$ cat src/rtl/smb_seq_pkg.sv
package smb_seq_pkg;

  typedef enum logic [2:0] {
    OP_NONE    = 3'd0,
    OP_START   = 3'd1,
    OP_WRITE   = 3'd2,
    OP_RD_ACK  = 3'd3,
    OP_RD_NACK = 3'd4,
    OP_STOP    = 3'd5
  } eng_op_e;

  localparam logic [3:0] PR_QUICK = 4'd0;
  localparam logic [3:0] PR_SEND  = 4'd1;
  localparam logic [3:0] PR_RECV  = 4'd2;
  localparam logic [3:0] PR_WBYTE = 4'd3;
  localparam logic [3:0] PR_RBYTE = 4'd4;
  localparam logic [3:0] PR_WWORD = 4'd5;
  localparam logic [3:0] PR_RWORD = 4'd6;
  localparam logic [3:0] PR_BWR   = 4'd7;
  localparam logic [3:0] PR_BRD   = 4'd8;
  localparam logic [3:0] PR_PCALL = 4'd9;

  localparam logic [2:0] ST_OK        = 3'd0;
  localparam logic [2:0] ST_ADDR_NACK = 3'd1;
  localparam logic [2:0] ST_DATA_NACK = 3'd2;
  localparam logic [2:0] ST_UNDERRUN  = 3'd3;
  localparam logic [2:0] ST_BAD_PROTO = 3'd4;

  typedef enum logic [2:0] {
    S_IDLE, S_START, S_FETCH, S_LOAD, S_RSTART, S_WRITE, S_READ, S_STOP
  } seq_state_e;

endpackage

$ cat src/rtl/smb_seq_fifo.sv
module smb_seq_fifo #(
  parameter int WIDTH = 8,
  parameter int DEPTH = 16
) (
  input  logic             clk,
  input  logic             clr,
  input  logic             push,
  input  logic [WIDTH-1:0] wdata,
  input  logic             pop,
  output logic [WIDTH-1:0] rdata,
  output logic             empty,
  output logic             full
);
  localparam int AW = $clog2(DEPTH);

  logic [WIDTH-1:0] mem [DEPTH];
  logic [AW:0]      wp;
  logic [AW:0]      rp;

  assign empty = (wp == rp);
  assign full  = (wp[AW] != rp[AW]) && (wp[AW-1:0] == rp[AW-1:0]);

  // storage and registered read port kept free of reset for RAM inference
  always_ff @(posedge clk) begin
    if (push && !full) mem[wp[AW-1:0]] <= wdata;
    if (pop && !empty) rdata <= mem[rp[AW-1:0]];
  end

  always_ff @(posedge clk) begin
    if (clr) begin
      wp <= '0;
      rp <= '0;
    end else begin
      if (push && !full) wp <= wp + 1'b1;
      if (pop && !empty) rp <= rp + 1'b1;
    end
  end
endmodule

$ cat src/rtl/smb_seq_ctl.sv
module smb_seq_ctl (
  input  logic clk,
  input  logic rst,
  input  logic rst_all,
  input  logic cfg_fast,
  input  logic done_set,
  input  logic evt_clr,
  output logic evt_done,
  output logic eng_fast
);
  always_ff @(posedge clk) begin
    if (rst) eng_fast <= 1'b0;
    else     eng_fast <= cfg_fast;
  end

  always_ff @(posedge clk) begin
    if (rst_all)       evt_done <= 1'b0;
    else if (done_set) evt_done <= 1'b1;
    else if (evt_clr)  evt_done <= 1'b0;
  end
endmodule

$ cat src/rtl/smb_seq_fsm.sv
module smb_seq_fsm
  import smb_seq_pkg::*;
#(
  parameter int BLK_MAX = 32,
  parameter int LEN_W   = 6
) (
  input  logic             clk,
  input  logic             rst,
  input  logic             go,
  input  logic             enable,
  input  logic [3:0]       proto,
  input  logic [LEN_W-1:0] rdlen,
  input  logic             tx_empty,
  output logic             tx_pop,
  input  logic [8:0]       tx_entry,
  input  logic             rx_full,
  output logic             rx_push,
  output logic [7:0]       rx_data,
  output logic             eng_req,
  output logic [2:0]       eng_op,
  output logic [7:0]       eng_wdata,
  input  logic             eng_done,
  input  logic             eng_nack,
  input  logic [7:0]       eng_rdata,
  output logic             busy,
  output logic [2:0]       status,
  output logic             done_set
);
  localparam int CW    = $clog2(BLK_MAX + 1);
  localparam int REM_W = (LEN_W > CW) ? LEN_W : CW;

  seq_state_e       state;
  logic [3:0]       proto_q;
  logic [LEN_W-1:0] len_q;
  logic [1:0]       widx;     // written entries, saturating at 3
  logic [REM_W-1:0] rem;
  logic             cnt_ph;
  logic             rs_done;

  logic             rd_proto;
  logic             need_rs;
  logic [7:0]       wbyte;
  logic [7:0]       blk_n;
  logic             bad_go;

  always_comb begin
    rd_proto = (proto_q == PR_RBYTE) || (proto_q == PR_RWORD) ||
               (proto_q == PR_BRD)   || (proto_q == PR_PCALL);
    need_rs  = rd_proto && !rs_done &&
               ((proto_q == PR_PCALL) ? tx_entry[8] : (widx == 2'd2));
    wbyte    = tx_entry[7:0] | {7'd0, (proto_q == PR_RECV)};
    blk_n    = (eng_rdata > 8'(BLK_MAX)) ? 8'(BLK_MAX) : eng_rdata;
    bad_go   = (state == S_IDLE) && go && enable && (proto > PR_PCALL);
    done_set = bad_go || ((state == S_STOP) && eng_done);
    tx_pop   = (state == S_FETCH) && !tx_empty;
  end

  always_ff @(posedge clk) begin
    if (rst) begin
      state     <= S_IDLE;
      busy      <= 1'b0;
      status    <= ST_OK;
      eng_req   <= 1'b0;
      eng_op    <= OP_NONE;
      eng_wdata <= '0;
      rx_push   <= 1'b0;
      rx_data   <= '0;
      proto_q   <= '0;
      len_q     <= '0;
      widx      <= '0;
      rem       <= '0;
      cnt_ph    <= 1'b0;
      rs_done   <= 1'b0;
    end else begin
      rx_push <= 1'b0;
      case (state)
        S_IDLE: begin
          if (bad_go) begin
            status <= ST_BAD_PROTO;
          end else if (go && enable) begin
            busy    <= 1'b1;
            status  <= ST_OK;
            proto_q <= proto;
            len_q   <= (rdlen == '0) ? LEN_W'(1) : rdlen;
            widx    <= '0;
            rs_done <= 1'b0;
            cnt_ph  <= 1'b0;
            eng_req <= 1'b1;
            eng_op  <= OP_START;
            state   <= S_START;
          end
        end
        S_START: begin
          if (eng_done) begin
            eng_req <= 1'b0;
            state   <= S_FETCH;
          end
        end
        S_FETCH: begin
          if (tx_empty) begin
            status  <= ST_UNDERRUN;
            eng_req <= 1'b1;
            eng_op  <= OP_STOP;
            state   <= S_STOP;
          end else begin
            state <= S_LOAD;
          end
        end
        S_LOAD: begin
          eng_req <= 1'b1;
          if (need_rs) begin
            rs_done <= 1'b1;
            eng_op  <= OP_START;
            state   <= S_RSTART;
          end else begin
            eng_op    <= OP_WRITE;
            eng_wdata <= wbyte;
            state     <= S_WRITE;
          end
        end
        S_RSTART: begin
          if (eng_done) begin
            eng_op    <= OP_WRITE;
            eng_wdata <= wbyte;
            state     <= S_WRITE;
          end
        end
        S_WRITE: begin
          if (eng_done) begin
            if (eng_nack) begin
              status <= (widx == 2'd0) ? ST_ADDR_NACK : ST_DATA_NACK;
              eng_op <= OP_STOP;
              state  <= S_STOP;
            end else begin
              if (widx != 2'd3) widx <= widx + 2'd1;
              case (proto_q)
                PR_QUICK: begin
                  eng_op <= OP_STOP;
                  state  <= S_STOP;
                end
                PR_RECV: begin
                  rem    <= REM_W'(1);
                  eng_op <= OP_RD_NACK;
                  state  <= S_READ;
                end
                PR_RBYTE, PR_RWORD: begin
                  if (widx == 2'd2) begin
                    rem    <= REM_W'(len_q);
                    eng_op <= (len_q == LEN_W'(1)) ? OP_RD_NACK : OP_RD_ACK;
                    state  <= S_READ;
                  end else begin
                    eng_req <= 1'b0;
                    state   <= S_FETCH;
                  end
                end
                PR_BRD, PR_PCALL: begin
                  if ((proto_q == PR_BRD) ? (widx == 2'd2) : tx_entry[8]) begin
                    cnt_ph <= 1'b1;
                    eng_op <= OP_RD_ACK;
                    state  <= S_READ;
                  end else begin
                    eng_req <= 1'b0;
                    state   <= S_FETCH;
                  end
                end
                default: begin
                  if (tx_entry[8]) begin
                    eng_op <= OP_STOP;
                    state  <= S_STOP;
                  end else begin
                    eng_req <= 1'b0;
                    state   <= S_FETCH;
                  end
                end
              endcase
            end
          end
        end
        S_READ: begin
          if (eng_done) begin
            rx_push <= !rx_full;
            rx_data <= eng_rdata;
            if (cnt_ph) begin
              cnt_ph <= 1'b0;
              if (blk_n == 8'd0) begin
                eng_op <= OP_STOP;
                state  <= S_STOP;
              end else begin
                rem    <= REM_W'(blk_n);
                eng_op <= (blk_n == 8'd1) ? OP_RD_NACK : OP_RD_ACK;
              end
            end else if (rem <= REM_W'(1)) begin
              eng_op <= OP_STOP;
              state  <= S_STOP;
            end else begin
              rem    <= rem - REM_W'(1);
              eng_op <= (rem == REM_W'(2)) ? OP_RD_NACK : OP_RD_ACK;
            end
          end
        end
        S_STOP: begin
          if (eng_done) begin
            eng_req <= 1'b0;
            busy    <= 1'b0;
            state   <= S_IDLE;
          end
        end
        default: state <= S_IDLE;
      endcase
    end
  end
endmodule

$ cat src/rtl/smb_seq.sv
module smb_seq #(
  parameter int TX_DEPTH = 16,
  parameter int RX_DEPTH = 64,
  parameter int BLK_MAX  = 32,
  parameter int LEN_W    = 6
) (
  input  logic             clk,
  input  logic             rst,
  input  logic             soft_rst,
  input  logic             enable,
  input  logic             cfg_fast,
  input  logic             tx_push,
  input  logic [8:0]       tx_entry,
  input  logic             tx_flush,
  output logic             tx_full,
  input  logic             rx_pop,
  output logic [7:0]       rx_byte,
  output logic             rx_empty,
  input  logic             rx_flush,
  input  logic             go,
  input  logic [3:0]       proto,
  input  logic [LEN_W-1:0] rdlen,
  output logic             busy,
  output logic [2:0]       status,
  output logic             evt_done,
  input  logic             evt_clr,
  output logic             eng_req,
  output logic [2:0]       eng_op,
  output logic [7:0]       eng_wdata,
  input  logic             eng_done,
  input  logic             eng_nack,
  input  logic [7:0]       eng_rdata,
  output logic             eng_fast
);
  logic       rst_all;
  logic       tx_empty;
  logic       tx_pop;
  logic [8:0] tx_head;
  logic       rx_full;
  logic       rx_push;
  logic [7:0] rx_data;
  logic       done_set;

  assign rst_all = rst | soft_rst;

  smb_seq_fifo #(.WIDTH(9), .DEPTH(TX_DEPTH)) tx_fifo_i (
    .clk(clk), .clr(rst_all | tx_flush),
    .push(tx_push), .wdata(tx_entry),
    .pop(tx_pop), .rdata(tx_head),
    .empty(tx_empty), .full(tx_full)
  );

  smb_seq_fifo #(.WIDTH(8), .DEPTH(RX_DEPTH)) rx_fifo_i (
    .clk(clk), .clr(rst_all | rx_flush),
    .push(rx_push), .wdata(rx_data),
    .pop(rx_pop), .rdata(rx_byte),
    .empty(rx_empty), .full(rx_full)
  );

  smb_seq_fsm #(.BLK_MAX(BLK_MAX), .LEN_W(LEN_W)) fsm_i (
    .clk(clk), .rst(rst_all),
    .go(go), .enable(enable), .proto(proto), .rdlen(rdlen),
    .tx_empty(tx_empty), .tx_pop(tx_pop), .tx_entry(tx_head),
    .rx_full(rx_full), .rx_push(rx_push), .rx_data(rx_data),
    .eng_req(eng_req), .eng_op(eng_op), .eng_wdata(eng_wdata),
    .eng_done(eng_done), .eng_nack(eng_nack), .eng_rdata(eng_rdata),
    .busy(busy), .status(status), .done_set(done_set)
  );

  smb_seq_ctl ctl_i (
    .clk(clk), .rst(rst), .rst_all(rst_all),
    .cfg_fast(cfg_fast), .done_set(done_set), .evt_clr(evt_clr),
    .evt_done(evt_done), .eng_fast(eng_fast)
  );
endmodule

$ cat config.mk
export PLATFORM = sky130hd
export DESIGN_NAME = smb_seq
export DESIGN_NICKNAME = d
export VERILOG_FILES = /design/src/rtl/smb_seq_pkg.sv /design/src/rtl/smb_seq_fifo.sv /design/src/rtl/smb_seq_ctl.sv /design/src/rtl/smb_seq_fsm.sv /design/src/rtl/smb_seq.sv
export SDC_FILE = /design/constraint.sdc
export NUM_CORES = 1
export LEC_CHECK = 0
export ABC_CLOCK_PERIOD_IN_PS = 2700
export BUFFER_PORTS_ARGS = -buffer_cell sky130_fd_sc_hd__buf_2
export CAP_MARGIN = 30
export CORE_MARGIN = 2
export CORE_UTILIZATION = 30
export DETAILED_ROUTE_END_ITERATION = 8
export HOLD_SLACK_MARGIN = 0.15
export MAX_ROUTING_LAYER = met4
export SYNTH_ARGS = -nofsm -noshare
export SYNTH_HDL_FRONTEND = slang
export SYNTH_SLANG_ARGS = --single-unit
$ cat constraint.sdc
create_clock -name clk -period 2.7 [get_ports clk]
set_clock_uncertainty 0.2 [all_clocks]
set_input_delay 0.405 -clock clk [delete_from_list [all_inputs] [get_ports clk]]
set_output_delay 0.405 -clock clk [all_outputs]
set_load 0.05 [all_outputs]
[Word level (Yosys, flattened, before mapping)]
Memory sizes are Yosys's and may differ from the RTL's. A register that Yosys moved wholly into a read port is not among the register bits.
Index checks and enable logic that the tools add are counted.
Word-level totals
  memories: 2
  memory bits (writable): 656
  word-level logic and storage cells: 236
  register bits: 74
  output and inout bits: 28
  input port bits: 40
Memories
  rx_fifo_i.mem: depth 64, width 8, rd ports 1, clocked after memory_dff 1, write ports 1, RTL line smb_seq_fifo.sv:16  | logic [WIDTH-1:0] mem [DEPTH];
  tx_fifo_i.mem: depth 16, width 9, rd ports 1, clocked after memory_dff 1, write ports 1, RTL line smb_seq_fifo.sv:16
Operators by class
  reductions and logical operators: 55
  equality and inequality tests: 53
  mux-type cells: 90
  bitwise gates (word level): 7
  add/subtract/negate cells: 6
  order comparisons: 3
Operators with widths (number)
  $mux 3: 33
  $mux 6: 8
  $mux 1: 25
  $mux 8: 3
  $ne 2x2->1 const B: 12
  $pmux 3 s4: 2
  $pmux 3 s8: 1
  $pmux 6 s2: 2
  $pmux 3 s6: 1
  $pmux 8 s2: 1
  $reduce_and 8->1: 2
  $add 7x1->7 const B: 2
  $logic_and 1x1->1: 14
  $mux 2: 7
  $eq 3x3->1 const B: 4
  $ne 2x1->1 const B: 6
  $ne 3x3->1 const B: 4
  $reduce_bool 2->1: 6
  $reduce_and 11->1: 1
  $add 5x1->5 const B: 2
  $reduce_and 10->1: 1
  $ne 3x2->1 const B: 3
  $pmux 3 s3: 1
  $reduce_and 9->1: 1
  47 further kinds: 72

[Logic depth before layout (Yosys ltp)]
Gate-level depths: netlist of the first run.
  depth in word-level cells: 8
  mapped depth: 9
  gate-level depth less buffers: 7

[By module]
A second synthesis of the first run with hierarchy kept.
Unflattened totals
  cells, all modules: 1808
  area, all modules: 30634.4 µm²
Modules (own cells, without submodules)
  smb_seq_fifo at rx_fifo_i: instances 1, sequential area each 15895.2 µm², cells an instance 1075, area an instance 21106.5 µm²
  smb_seq_fifo at tx_fifo_i: instances 1, sequential area each 4794.6 µm², cells an instance 360, area an instance 6562.5 µm²
  smb_seq_fsm: instances 1, sequential area each 960.9 µm², cells an instance 364, area an instance 2881.5 µm²
  smb_seq_ctl: instances 1, sequential area each 40.0 µm², cells an instance 6, area an instance 65.1 µm²
  smb_seq: instances 1, sequential area each 0.0 µm², cells an instance 3, area an instance 18.8 µm²

[Least setup slack after synthesis of the first run]
No wires, ideal clock.
  path kind: reg2reg
  start point: register rx_fifo_i.rp[5]
  end point: memory rx_fifo_i.mem[98][0] (netlist: rx_fifo_i.mem[49][0]), enable pin
  data required time: 2130 ps
  period minus slack after synthesis: 2509 ps
  buffers on the path: 2
  stages on the path, launching flop included: 8
  arrival time: 1938 ps
  setup time: 370 ps
  path slack: 191 ps
  cell sequence: dfxtp_1 buf_2 xor2_1 nand4bb_1 o31ai_2 or4b_1 buf_2 nor2_1
On the way
  longest elaborated chain between the ends: 6
Ends and longest elaborated chain
  from (decl): RTL line smb_seq_fifo.sv:18  | logic [AW:0] rp;
  from (signal assigned): RTL line smb_seq_fifo.sv:35  | if (pop && !empty) rp <= rp + 1'b1;
  $eq 6x6->1: RTL line smb_seq_fifo.sv:21  | assign full = (wp[AW] != rp[AW]) && (wp[AW-1:0] == rp[AW-1:0]);
  $logic_and 1x1->1: RTL line smb_seq_fifo.sv:21
  $logic_not 1->1: RTL line smb_seq_fifo.sv:25  | if (push && !full) mem[wp[AW-1:0]] <= wdata;
  $logic_and 1x1->1: RTL line smb_seq_fifo.sv:25
  $mux 1: RTL line smb_seq_fifo.sv:25
  $mux 1 (not written as such): RTL line smb_seq_fifo.sv:25
  to (decl): RTL line smb_seq_fifo.sv:16
No other way between the ends.

[Worst setup path in the final report of the first run]
  start point: register rx_fifo_i.rp[3]
  end point: output rx_empty
On the way
  longest elaborated chain between the ends: 1
Ends and longest elaborated chain
  $eq 7x7->1: RTL line smb_seq_fifo.sv:20  | assign empty = (wp == rp);
  to (decl): RTL line smb_seq.sv:18  | output logic rx_empty,
No other way between the ends.

==> results of run 1 <==
cell families after synthesis:
group           Yosys count  synth area share (%)
mux                     214                  14.0
compound gates          221                  5.04
simple gates            353                  5.61
fa+ha+maj                18                 0.746
buf+inv                 122                  1.95
flops                   747                  71.8
xor+xnor                 28                 0.812
metal layers:
metal  up-vias  global-route usage (%)
li1       7430                       -
met1      8758                    18.8
met2       505                    23.0
met3       121                    2.34
met4         0                    3.81
met5         -                       -
critical path: cells and delay by family (launching register included):
family,cells,cell delay [ps]
flip-flops,1,360
buffers and inverters,2,310
XOR/XNOR,1,160
AND/OR/NAND/NOR,3,590
placed cells by master, fill, tap and decap left out, drive strengths merged, types with 7 or more instances in the layout:
master       instances
dlygate4sd3         48
o21a                 8
a221oi               9
nor3                16
nor2b                7
bufinv              10
buf                252
clkbuf              90
o21ai               39
or3                 13
and2                12
mux4               166
xnor2               17
xor2                11
nand2b               9
dfxtp               74
a31oi               15
edfxtp             673
a21oi               47
a211oi              13
nor2               139
clkinv              36
a22oi               21
ha                  18
nand3               13
mux2i               43
nand4                7
inv                 26
nand2               89
and3                 7
o31ai               10
state kept, by name (all words and copies together) (netlist names), 3 cells and up:
signal           cells
fsm_i.status         3
rx_fifo_i.rp         7
fsm_i.rx_data        8
rx_fifo_i.rdata      8
fsm_i.state          3
rx_fifo_i.wp         7
fsm_i.eng_op         3
rx_fifo_i.mem      512
fsm_i.proto_q        4
tx_fifo_i.rp         5
tx_fifo_i.mem      144
fsm_i.eng_wdata      8
tx_fifo_i.wp         5
fsm_i.len_q          6
tx_fifo_i.rdata      9
fsm_i.rem            6
final timing paths:
check	startpoint	endpoint	slack, ps	cells past startpoint
max	rx_fifo_i.rp[3]	rx_empty	30	6
min	fsm_i.len_q[5]	fsm_i.len_q[5]	280	2
max reg2reg	rx_fifo_i.rp[0]	rx_fifo_i.rdata[2]	60	7
min reg2reg	fsm_i.len_q[5]	fsm_i.len_q[5]	280	2
report_power, final:
group / internal, mW / total [mW] / switching [mW]
Sequential: 12.5 / 12.5 / 0.0119
Combinational: 0.130 / 0.306 / 0.176
Clock: 6.34 / 10.9 / 4.56
area by class of cell:
type / instances / area (µm²)
Antenna cell: 1 / 2.50
Multi-Input combinational cell: 834 / 8000
Clock inverter: 53 / 619
Sequential cell: 747 / 21700
Timing Repair Buffer: 301 / 2460
Clock buffer: 89 / 1990
Fill cell: 9210 / 63300
Inverter: 22 / 82.6
Tap cell: 1298 / 1620
repair_timing:
item | CTS | global route
endpoints found under the setup margin | 5 | 246
hold endpoints to repair | 192 | 0
gates resized for setup | 6 | 24
pin swaps | 0 | 8
setup buffers | 0 | 4
hold buffers | 48 | 0
through the flow:
step	hold slack, ps	setup WS, ps	cells
after floorplan	249	191	1703
after global placement	257	-122	3150
after detailed placement	272	-132	3150
after CTS	281	-68.8	3340
after global routing	297	-35.0	3345
final	278	31.7	3345
==> summary.md, run 1 <==
| Metric | Value |
|---|---|
| Wire length on met2 | 35.3 mm |
| Final std cell area, no fill | ~0.037 mm² |
| Worst min path class | register to register |
| Grt total ovfl | 0 |
| Synth top area cells | edfxtp_1 67%, mux4_2 12%, dfxtp_1 4.9% |
| Fin util | a little over a third |
| DP Area | around 0.033 mm² |
| Final worst-path cycle share | about 99% |
| Detailed Route WL | slightly above 70 mm |
| GRT Total Usage | 14.3% |
| VDD IR max | 0.000529 V |
| Die Area | approximately 0.10 mm² |
| Cell variety after synth | 80 |
| Top cell type by total area after synthesis | edfxtp_1 |
| Post-synth top flop | edfxtp_1 |
| Max clock buf depth | 3 |
| Sink Count | ~750 |
| Total negative slack | 0 ps |
| Met3 wire len | about 4 mm |
| Layout cells sized above 1 | between 20 and 30% |
| Avg WL per Cell | 21.5 µm |
| Pin count of the biggest net entering global routing | between 50 and 60 |
| Synthesis Warnings | 0 |
| Worst setup EP type | output pin |
| Highest routed layer | met4 |
| Asr flop ratio synth | 0% |
| Critical Path Fanout Max | 5 |
| Fmax | roughly 370 MHz |
| Vias in the first global route | 17165 |
| Period minus WS final | 2670 ps |
| Initial antenna violation count | 1 |
| Rel. slew slack | approximately a third |
| # nets final | 2042 |
| CP Launch Type | register |
| Critical path required time | between 2000 and 2500 ps |
| Seq/Total Area, Yosys | 71.8% |
| Die W | 321 µm |
| # DRC | 0 |
| CTS root buffer | clkbuf_16 |
| I/O Buffers | 67 |
| Wl on met1 | ~31 mm |
| Critical Path AT | around 2100 ps |
| Number of buffers created by CTS | 78 |
| Vias | ~17000 |
| Syn_nets | between 1500 and 2000 |
| CP max stage delay | ~360 ps |
| Slowest CP cell | dfxtp_4 |
| Count leader, synth | edfxtp_1 |
| Synth Area per Inst | 17.7 µm² |
| Max-cap violations | 0 |
| Worst skew pair latency | roughly 650 ps |
| Gate Count Post-Synth | between 1500 and 2000 |
| Starting density of the core | 30.2% |
| Vias per Instance | roughly 5 |
| Pin slew with the least headroom to its limit | between 900 and 1000 ps |
| Final hold vios | 0 |
| DP Wirelength | 48.3 mm |
| Top-Level Pins | 68 |
| Post-synth EDFFs | just under 700 |
| Clock H-tree levels | 3 |
| Area Growth Syn to Fin | 20.9% |
| Drt pass-1 iters | 6 |
| Core Footprint | between 0.09 and 0.1 mm² |
| Critical setup path kind | register to output pin |
| Detailed router's first-iteration violation count | roughly 1800 |
| Final weighted congestion in routability-driven placement | 0.885 |
| Pwr Total | 23.7 mW |
| Rows | approximately 120 |
| First-pass GRT wire length | 109 mm |
| Number of setup violations in the final report | 0 |
| CTS tree | done |
| LEAKAGE | between 10 and 15 nW |
| Die H | approximately 320 µm |
| Final Max Slew Viols | 0 |
| Top-area cell type share of the netlist area | around 67% |
| P per Cell Area | between 600 and 700 mW/mm² |
| Crit path cell chain | xor2_2, and4bb_1, buf_6, nand2_4, nor2_4, buf_12 |
| Post-DRT Antenna Nets | 0 |
| Status | finished clean |
| Syn Std Cell Area | 0.0302 mm² |
| Clock transition at the registers of the reported paths | ~60 ps |
| #FFs+latches synth | ~750 |
| Post-synth top cells | 673 x edfxtp_1, 166 x mux4_2, 139 x nor2_1 |
Note: power is estimated with default switching activity, not from simulation.
==> run 2, diff against run 1 <==
CORE_ASPECT_RATIO = 1.1   (was unset)
==> run 2 against run 1 <==
Sequential share of layout area decreased by 0.37 points. Setup slack improved by 1.2 ps. Largest power group unchanged. Critical endpoint is now rx_fifo_i.rdata[6]. Utilization increased by 0.11 points. Non-clock buffer count increased by 8. Highest routed layer unchanged. Register-to-register slack got worse by 30 ps. Hold slack got worse by 74 ps. Critical path depth increased by 1. Combinational power decreased by 2%.
==> summary.md, run 2 (same netlist as run 1, synthesis figures left out) <==
| Metric | Value |
|---|---|
| CTS root buffer | clkbuf_16 |
| Fmax | 375 MHz (about the same) |
| Layout cells sized above 1 | 29.5% (+0.71 points) |
| Starting density of the core | 30.1% (-0.085 points) |
| Number of setup violations in the final report | 0 (unchanged) |
| Die H | 337 µm (+4.8%) |
| Core Footprint | 0.100 mm² (+0.28%) |
| Initial antenna violation count | 1 (unchanged) |
| Status | finished clean |
| Slowest CP cell | mux4_2 |
| Final Max Slew Viols | 0 (unchanged) |
| Top-Level Pins | 68 (unchanged) |
| Period minus WS final | 2670 ps (-1.15 ps) |
| GRT Total Usage | 14.4% (+0.15 points) |
| Rel. slew slack | 34.6% (+0.85 points) |
| Grt total ovfl | 0 (unchanged) |
| Rows | 122 (+5.2%) |
| Number of buffers created by CTS | 79 (+1.3%) |
| Detailed Route WL | 72.7 mm (+0.95%) |
| Final worst-path cycle share | 98.8% (about the same) |
| Final setup margin | 32.9 ps (+1.15 ps) |
| Detailed router's first-iteration violation count | 1433 (-22%) |
| Vias in the first global route | 17648 (+2.8%) |
| Most frequent cells in the layout | 673 x edfxtp_1, 174 x buf_4, 166 x mux4_2 |
| I/O Buffers | 67 (unchanged) |
| First-pass GRT wire length | 110 mm (+0.99%) |
| Pin count of the biggest net entering global routing | 65 (+25%) |
| Vias | 16813 (-0.0059%) |
| Worst min path class | input pin to register |
| Critical setup path kind | register to register |
| Final std cell area, no fill | 0.0367 mm² (+0.58%) |
| Post-DRT Antenna Nets | 0 (unchanged) |
| Hold slack | 204 ps (-73.9 ps) |
| Register area | 0.0217 mm² (about the same) |
| Fin util | 36.7% (+0.11 points) |
| CTS tree | done |
| Clock transition at the registers of the reported paths | 60 ps (about the same) |
| N_diodes | 0 (-1) |
| Max reg flops | 512 (unchanged) |
| Drt pass-1 iters | 5 (-1) |
| Sink Count | 747 (unchanged) |
| Pin slew with the least headroom to its limit | 978 ps (-12.7 ps) |
| # DRC | 0 (unchanged) |
| P per Cell Area | 654 mW/mm² (+0.92%) |
| Worst setup EP type | register |
| Max clock buf depth | 3 (unchanged) |
| DP Wirelength | 48.5 mm (+0.31%) |
| Clock H-tree levels | 3 (unchanged) |
| Final weighted congestion in routability-driven placement | 0.872 (-1.5%) |
| CP max stage delay | 540 ps (+180 ps) |
| Critical path required time | 2870 ps (+770 ps) |
| Die Area | 0.103 mm² (about the same) |
| Critical Path AT | 2830 ps (+770 ps) |
| # nets final | 2051 (+0.44%) |
| Filler cells | 9240 (+0.33%) |
| Final hold vios | 0 (unchanged) |
| Crit path cell chain | buf_4, buf_12, buf_12, mux4_2, a221oi_1, o21ai_1, a22o_1 |
| Area Growth Syn to Fin | 21.6% |
| Pwr Total | 24.0 mW (+1.5%) |
| Most used cell along the critical path | buf_12 |
| CP Launch Type | register |
| Pre-CTS setup slack | -316 ps (-184 ps) |
| Critical Path Fanout Max | 12 (+7) |
| DP Area | 0.0334 mm² (+0.30%) |
| LEAKAGE | 13.0 nW (+0.81%) |
| Max-cap violations | 0 (unchanged) |
| VDD IR max | 0.000555 V (+4.9%) |
| Avg WL per Cell | 21.6 µm (+0.50%) |
| Worst skew pair latency | 630 ps (-20 ps) |
| Multi-input combinational cell area | 0.00800 mm² (unchanged) |
| Vias per Instance | 5.00 (-0.45%) |
| Commonest non-fill, non-tap cell in the layout | edfxtp_1 |
| Die W | 306 µm (-4.6%) |
-- run 2: cell count changes in the layout (fill, tap and decap cells not counted), sizes merged --
| cell | before | now |
|---|---|---|
| dlygate4sd3 | 48 | 43 |
| buf | 252 | 266 |
| diode | 1 | 0 |
| inv | 26 | 23 |
| bufinv | 10 | 11 |
| clkinvlp | 3 | 5 |
| clkinv | 36 | 31 |
| clkbuf | 90 | 98 |
-- run 2: critical path, delay by kind of cell, from the launching register on --
family                 cells  cell delay, ps
flip-flops                 1             370
buffers and inverters      3             470
multiplexers               1             540
AO/OA/AOI/OAI              3             800
-- run 2: final timing paths --
path | startpoint | to | slack [ps] | cells past startpoint
worst max-delay path | rx_fifo_i.rp[0] | rx_fifo_i.rdata[6] | 30 | 7
worst min-delay path | eng_done | fsm_i.state[2] | 200 | 3
worst max register to register | rx_fifo_i.rp[0] | rx_fifo_i.rdata[6] | 30 | 7
worst min register to register | fsm_i.rx_data[0] | fsm_i.rx_data[0] | 260 | 2
-- run 2: final cells by class --
type,count,area share [%]
clock inverters,48,1.63
clock buffers,98,5.81
well taps,1302,4.44
multi-input cells,834,21.8
inverters,22,0.225
repair buffers,309,6.97
flip-flops and latches,747,59.1
-- run 2: stage by stage --
| step | cells | setup TNS, ps |
|---|---|---|
| 3_5_place_dp | 3160 | -405 |
| 3_3_place_gp | 3160 | -468 |
| 6_report | 3360 | 0 |
| 5_1_grt | 3360 | -61.8 |
| 2_1_floorplan | 1703 | 0 |
| 4_1_cts | 3357 | 0 |
-- run 2: what timing repair did --
item / 4_1_cts / 5_1_grt
setup endpoints to repair: 5 / 15
endpoints found under the hold margin: 191 / 0
pin swaps: 3 / 4
gates resized for setup: 15 / 11
hold buffers: 43 / 0
buffers inserted: 8 / 2
-- run 2: where the power goes --
part	leakage (nW)	switching, mW	internal (mW)	total [mW]
Clock	1.32	4.54	6.72	11.3
Combinational	3.72	0.175	0.124	0.299
Sequential	7.92	0.0111	12.5	12.5
Total	13.0	4.72	19.3	24.0
-- run 2: routing by layer --
| layer | wire length (µm) | GRT usage (%) | part of all wire [%] | vias up |
|---|---|---|---|---|
| met4 | 2080 | 4.53 | 2.9 | 0 |
| met5 | 0 | - | 0 | - |
| li1 | - | - | - | 7427 |
| met1 | 29800 | 17.8 | 41 | 8709 |
| met3 | 3780 | 2.09 | 5.2 | 128 |
| met2 | 37000 | 24.7 | 51 | 549 |
==> run 3, diff against run 2 <==
REMOVE_ABC_BUFFERS = 1   (was unset)
==> run 3 against run 2 <==
Via count fell by 0.36%. Maximum frequency rose by 1.1%. Hold slack improved by 6.5 ps. Register-to-register slack improved by 30 ps. Sequential cell count did not move. Total power rose by 0.54%. Critical path type unchanged. Largest cell class unchanged. Largest power group unchanged. Highest routed layer unchanged.
==> summary.md, run 3 (same netlist as run 1, synthesis figures left out) <==
| Metric | Value |
|---|---|
| Status | finished clean |
| Final hold vios | 0 (unchanged) |
| Vias in the first global route | 17196 (-2.6%) |
| Final Max Slew Viols | 0 (unchanged) |
| Reg2Reg Setup Slack | 60 ps (+30 ps) |
| # nets final | 2031 (-0.98%) |
| Max-cap violations | 0 (unchanged) |
| GRT Total Usage | 14.3% (-0.12 points) |
| N_diodes | 0 (unchanged) |
| Die W | 306 µm (unchanged) |
| Total negative slack | 0 ps (unchanged) |
| I/O Buffers | 67 (unchanged) |
| Drt pass-1 iters | 5 (unchanged) |
| Vias | 16752 (-0.36%) |
| CTS tree | done |
| Starting density of the core | 30.1% (unchanged) |
| Rel. slew slack | 33.3% (-1.3 points) |
| Worst skew pair latency | 650 ps (+20 ps) |
| Pwr Total | 24.2 mW (+0.54%) |
| Grt total ovfl | 0 (unchanged) |
| Pin count of the biggest net entering global routing | 66 (+1.5%) |
| Clock H-tree levels | 3 (unchanged) |
| Sink Count | 747 (unchanged) |
| Commonest non-fill, non-tap cell in the layout | edfxtp_1 |
| Final setup margin | 61.3 ps (+28.4 ps) |
| Final weighted congestion in routability-driven placement | 0.864 (-0.85%) |
| Post-DRT Antenna Nets | 0 (unchanged) |
| Worst setup EP type | register |
| Die H | 337 µm (unchanged) |
| Filler cells | 9330 (+0.97%) |
| Vias per Instance | 5.01 (+0.17%) |
| Register area | 0.0217 mm² (about the same) |
| VDD IR max | 0.000482 V (-13%) |
| Most frequent cells in the layout | 673 x edfxtp_1, 166 x mux4_2, 156 x buf_4 |
| Critical setup path kind | register to register |
| Max clock buf depth | 3 (unchanged) |
| Top-Level Pins | 68 (unchanged) |
| Die Area | 0.103 mm² (unchanged) |
| Period minus WS final | 2640 ps (-28.4 ps) |
| Pin slew with the least headroom to its limit | 996 ps (+18.7 ps) |
| Max reg flops | 512 (unchanged) |
| Detailed router's first-iteration violation count | 1404 (-2.0%) |
| Detailed Route WL | 72.2 mm (-0.79%) |
| Initial antenna violation count | 0 (-1) |
| Critical path required time | 2900 ps (+30 ps) |
| Layout cells sized above 1 | 28.4% (-1.2 points) |
| Avg WL per Cell | 21.6 µm (-0.25%) |
| Multi-input combinational cell area | 0.00797 mm² (-0.42%) |
| Number of buffers created by CTS | 80 (+1.3%) |
| Final worst-path cycle share | 97.7% (-1.1 points) |
| Clock transition at the registers of the reported paths | 60 ps (about the same) |
| Critical Path Fanout Max | 10 (-2) |
| DP Wirelength | 48.1 mm (-0.87%) |
| CTS root buffer | clkbuf_16 |
| Number of setup violations in the final report | 0 (unchanged) |
| P per Cell Area | 661 mW/mm² (+0.99%) |
| CP Launch Type | register |
| LEAKAGE | 12.9 nW (-0.64%) |
| First-pass GRT wire length | 109 mm (-0.63%) |
| Area Growth Syn to Fin | 21.1% |
| Rows | 122 (unchanged) |
| Critical Path AT | 2840 ps (about the same) |
| Pre-CTS setup slack | -16.4 ps (+299 ps) |
| # DRC | 0 (unchanged) |
| Fmax | 379 MHz (+1.1%) |
| Worst min path class | input pin to register |
| Core Footprint | 0.100 mm² (unchanged) |
[run 3: changes by cell type in the layout (fill, tap and decap cells not counted), sizes merged]
cell,change
clkinv,-6
buf,-23
clkbuf,+12
clkinvlp,-5
inv,+4
[run 3: timing repair]
item | CTS | global route
pin swaps | 3 | 2
hold buffers | 43 | 0
endpoints found under the hold margin | 192 | 0
resized for setup | 10 | 11
cloned | 0 | 1
buffers inserted | 6 | 2
endpoints found under the setup margin | 3 | 181
[run 3: cell type report]
cell class / count / area share [%]
Multi-Input combinational cell: 834 / 21.8
Sequential cell: 747 / 59.4
Clock buffer: 108 / 5.93
Inverter: 22 / 0.226
Tap cell: 1302 / 4.46
Clock inverter: 41 / 1.66
Timing Repair Buffer: 288 / 6.52
[run 3: layer usage]
layer	up-vias	track usage [%]	wire, µm
li1	7399	-	-
met1	8681	17.4	29200
met2	546	24.6	37200
met3	126	2.47	3830
met4	0	3.94	1890
met5	-	-	0
[run 3: power breakdown]
| group | internal, mW | switching (mW) |
|---|---|---|
| logic | 0.125 | 0.175 |
| registers | 12.5 | 0.0110 |
| clock network | 6.79 | 4.60 |
[run 3: stage by stage]
step | util, % | instance area (µm²) | hold WS [ps] | instances
floorplan | - | 29700 | 249 | 1603
global placement | 33.1 | 33200 | 266 | 3141
detailed placement | 33.1 | 33200 | 278 | 3141
CTS | 36.4 | 36500 | 187 | 3339
global route | 36.5 | 36600 | 238 | 3342
finish | 36.5 | 36600 | 210 | 3342
[run 3: worst max-delay path: stages, from the launching register on]
cell and delay, ps:
dfxtp_4 400, buf_4 190, buf_12 170, mux4_2 500
and2_1 190, a211oi_1 260, a41oi_1 180, a22o_1 300
[run 3: path summary, 6_finish.rpt]
kind | from | depth (start not counted) | to
worst min-delay path | tx_flush | 3 | tx_fifo_i.wp[4]
worst min register to register | tx_fifo_i.rdata[1] | 2 | fsm_i.eng_wdata[1]
worst max-delay path | rx_fifo_i.rp[0] | 7 | rx_fifo_i.rdata[4]
worst max register to register | rx_fifo_i.rp[0] | 7 | rx_fifo_i.rdata[4]
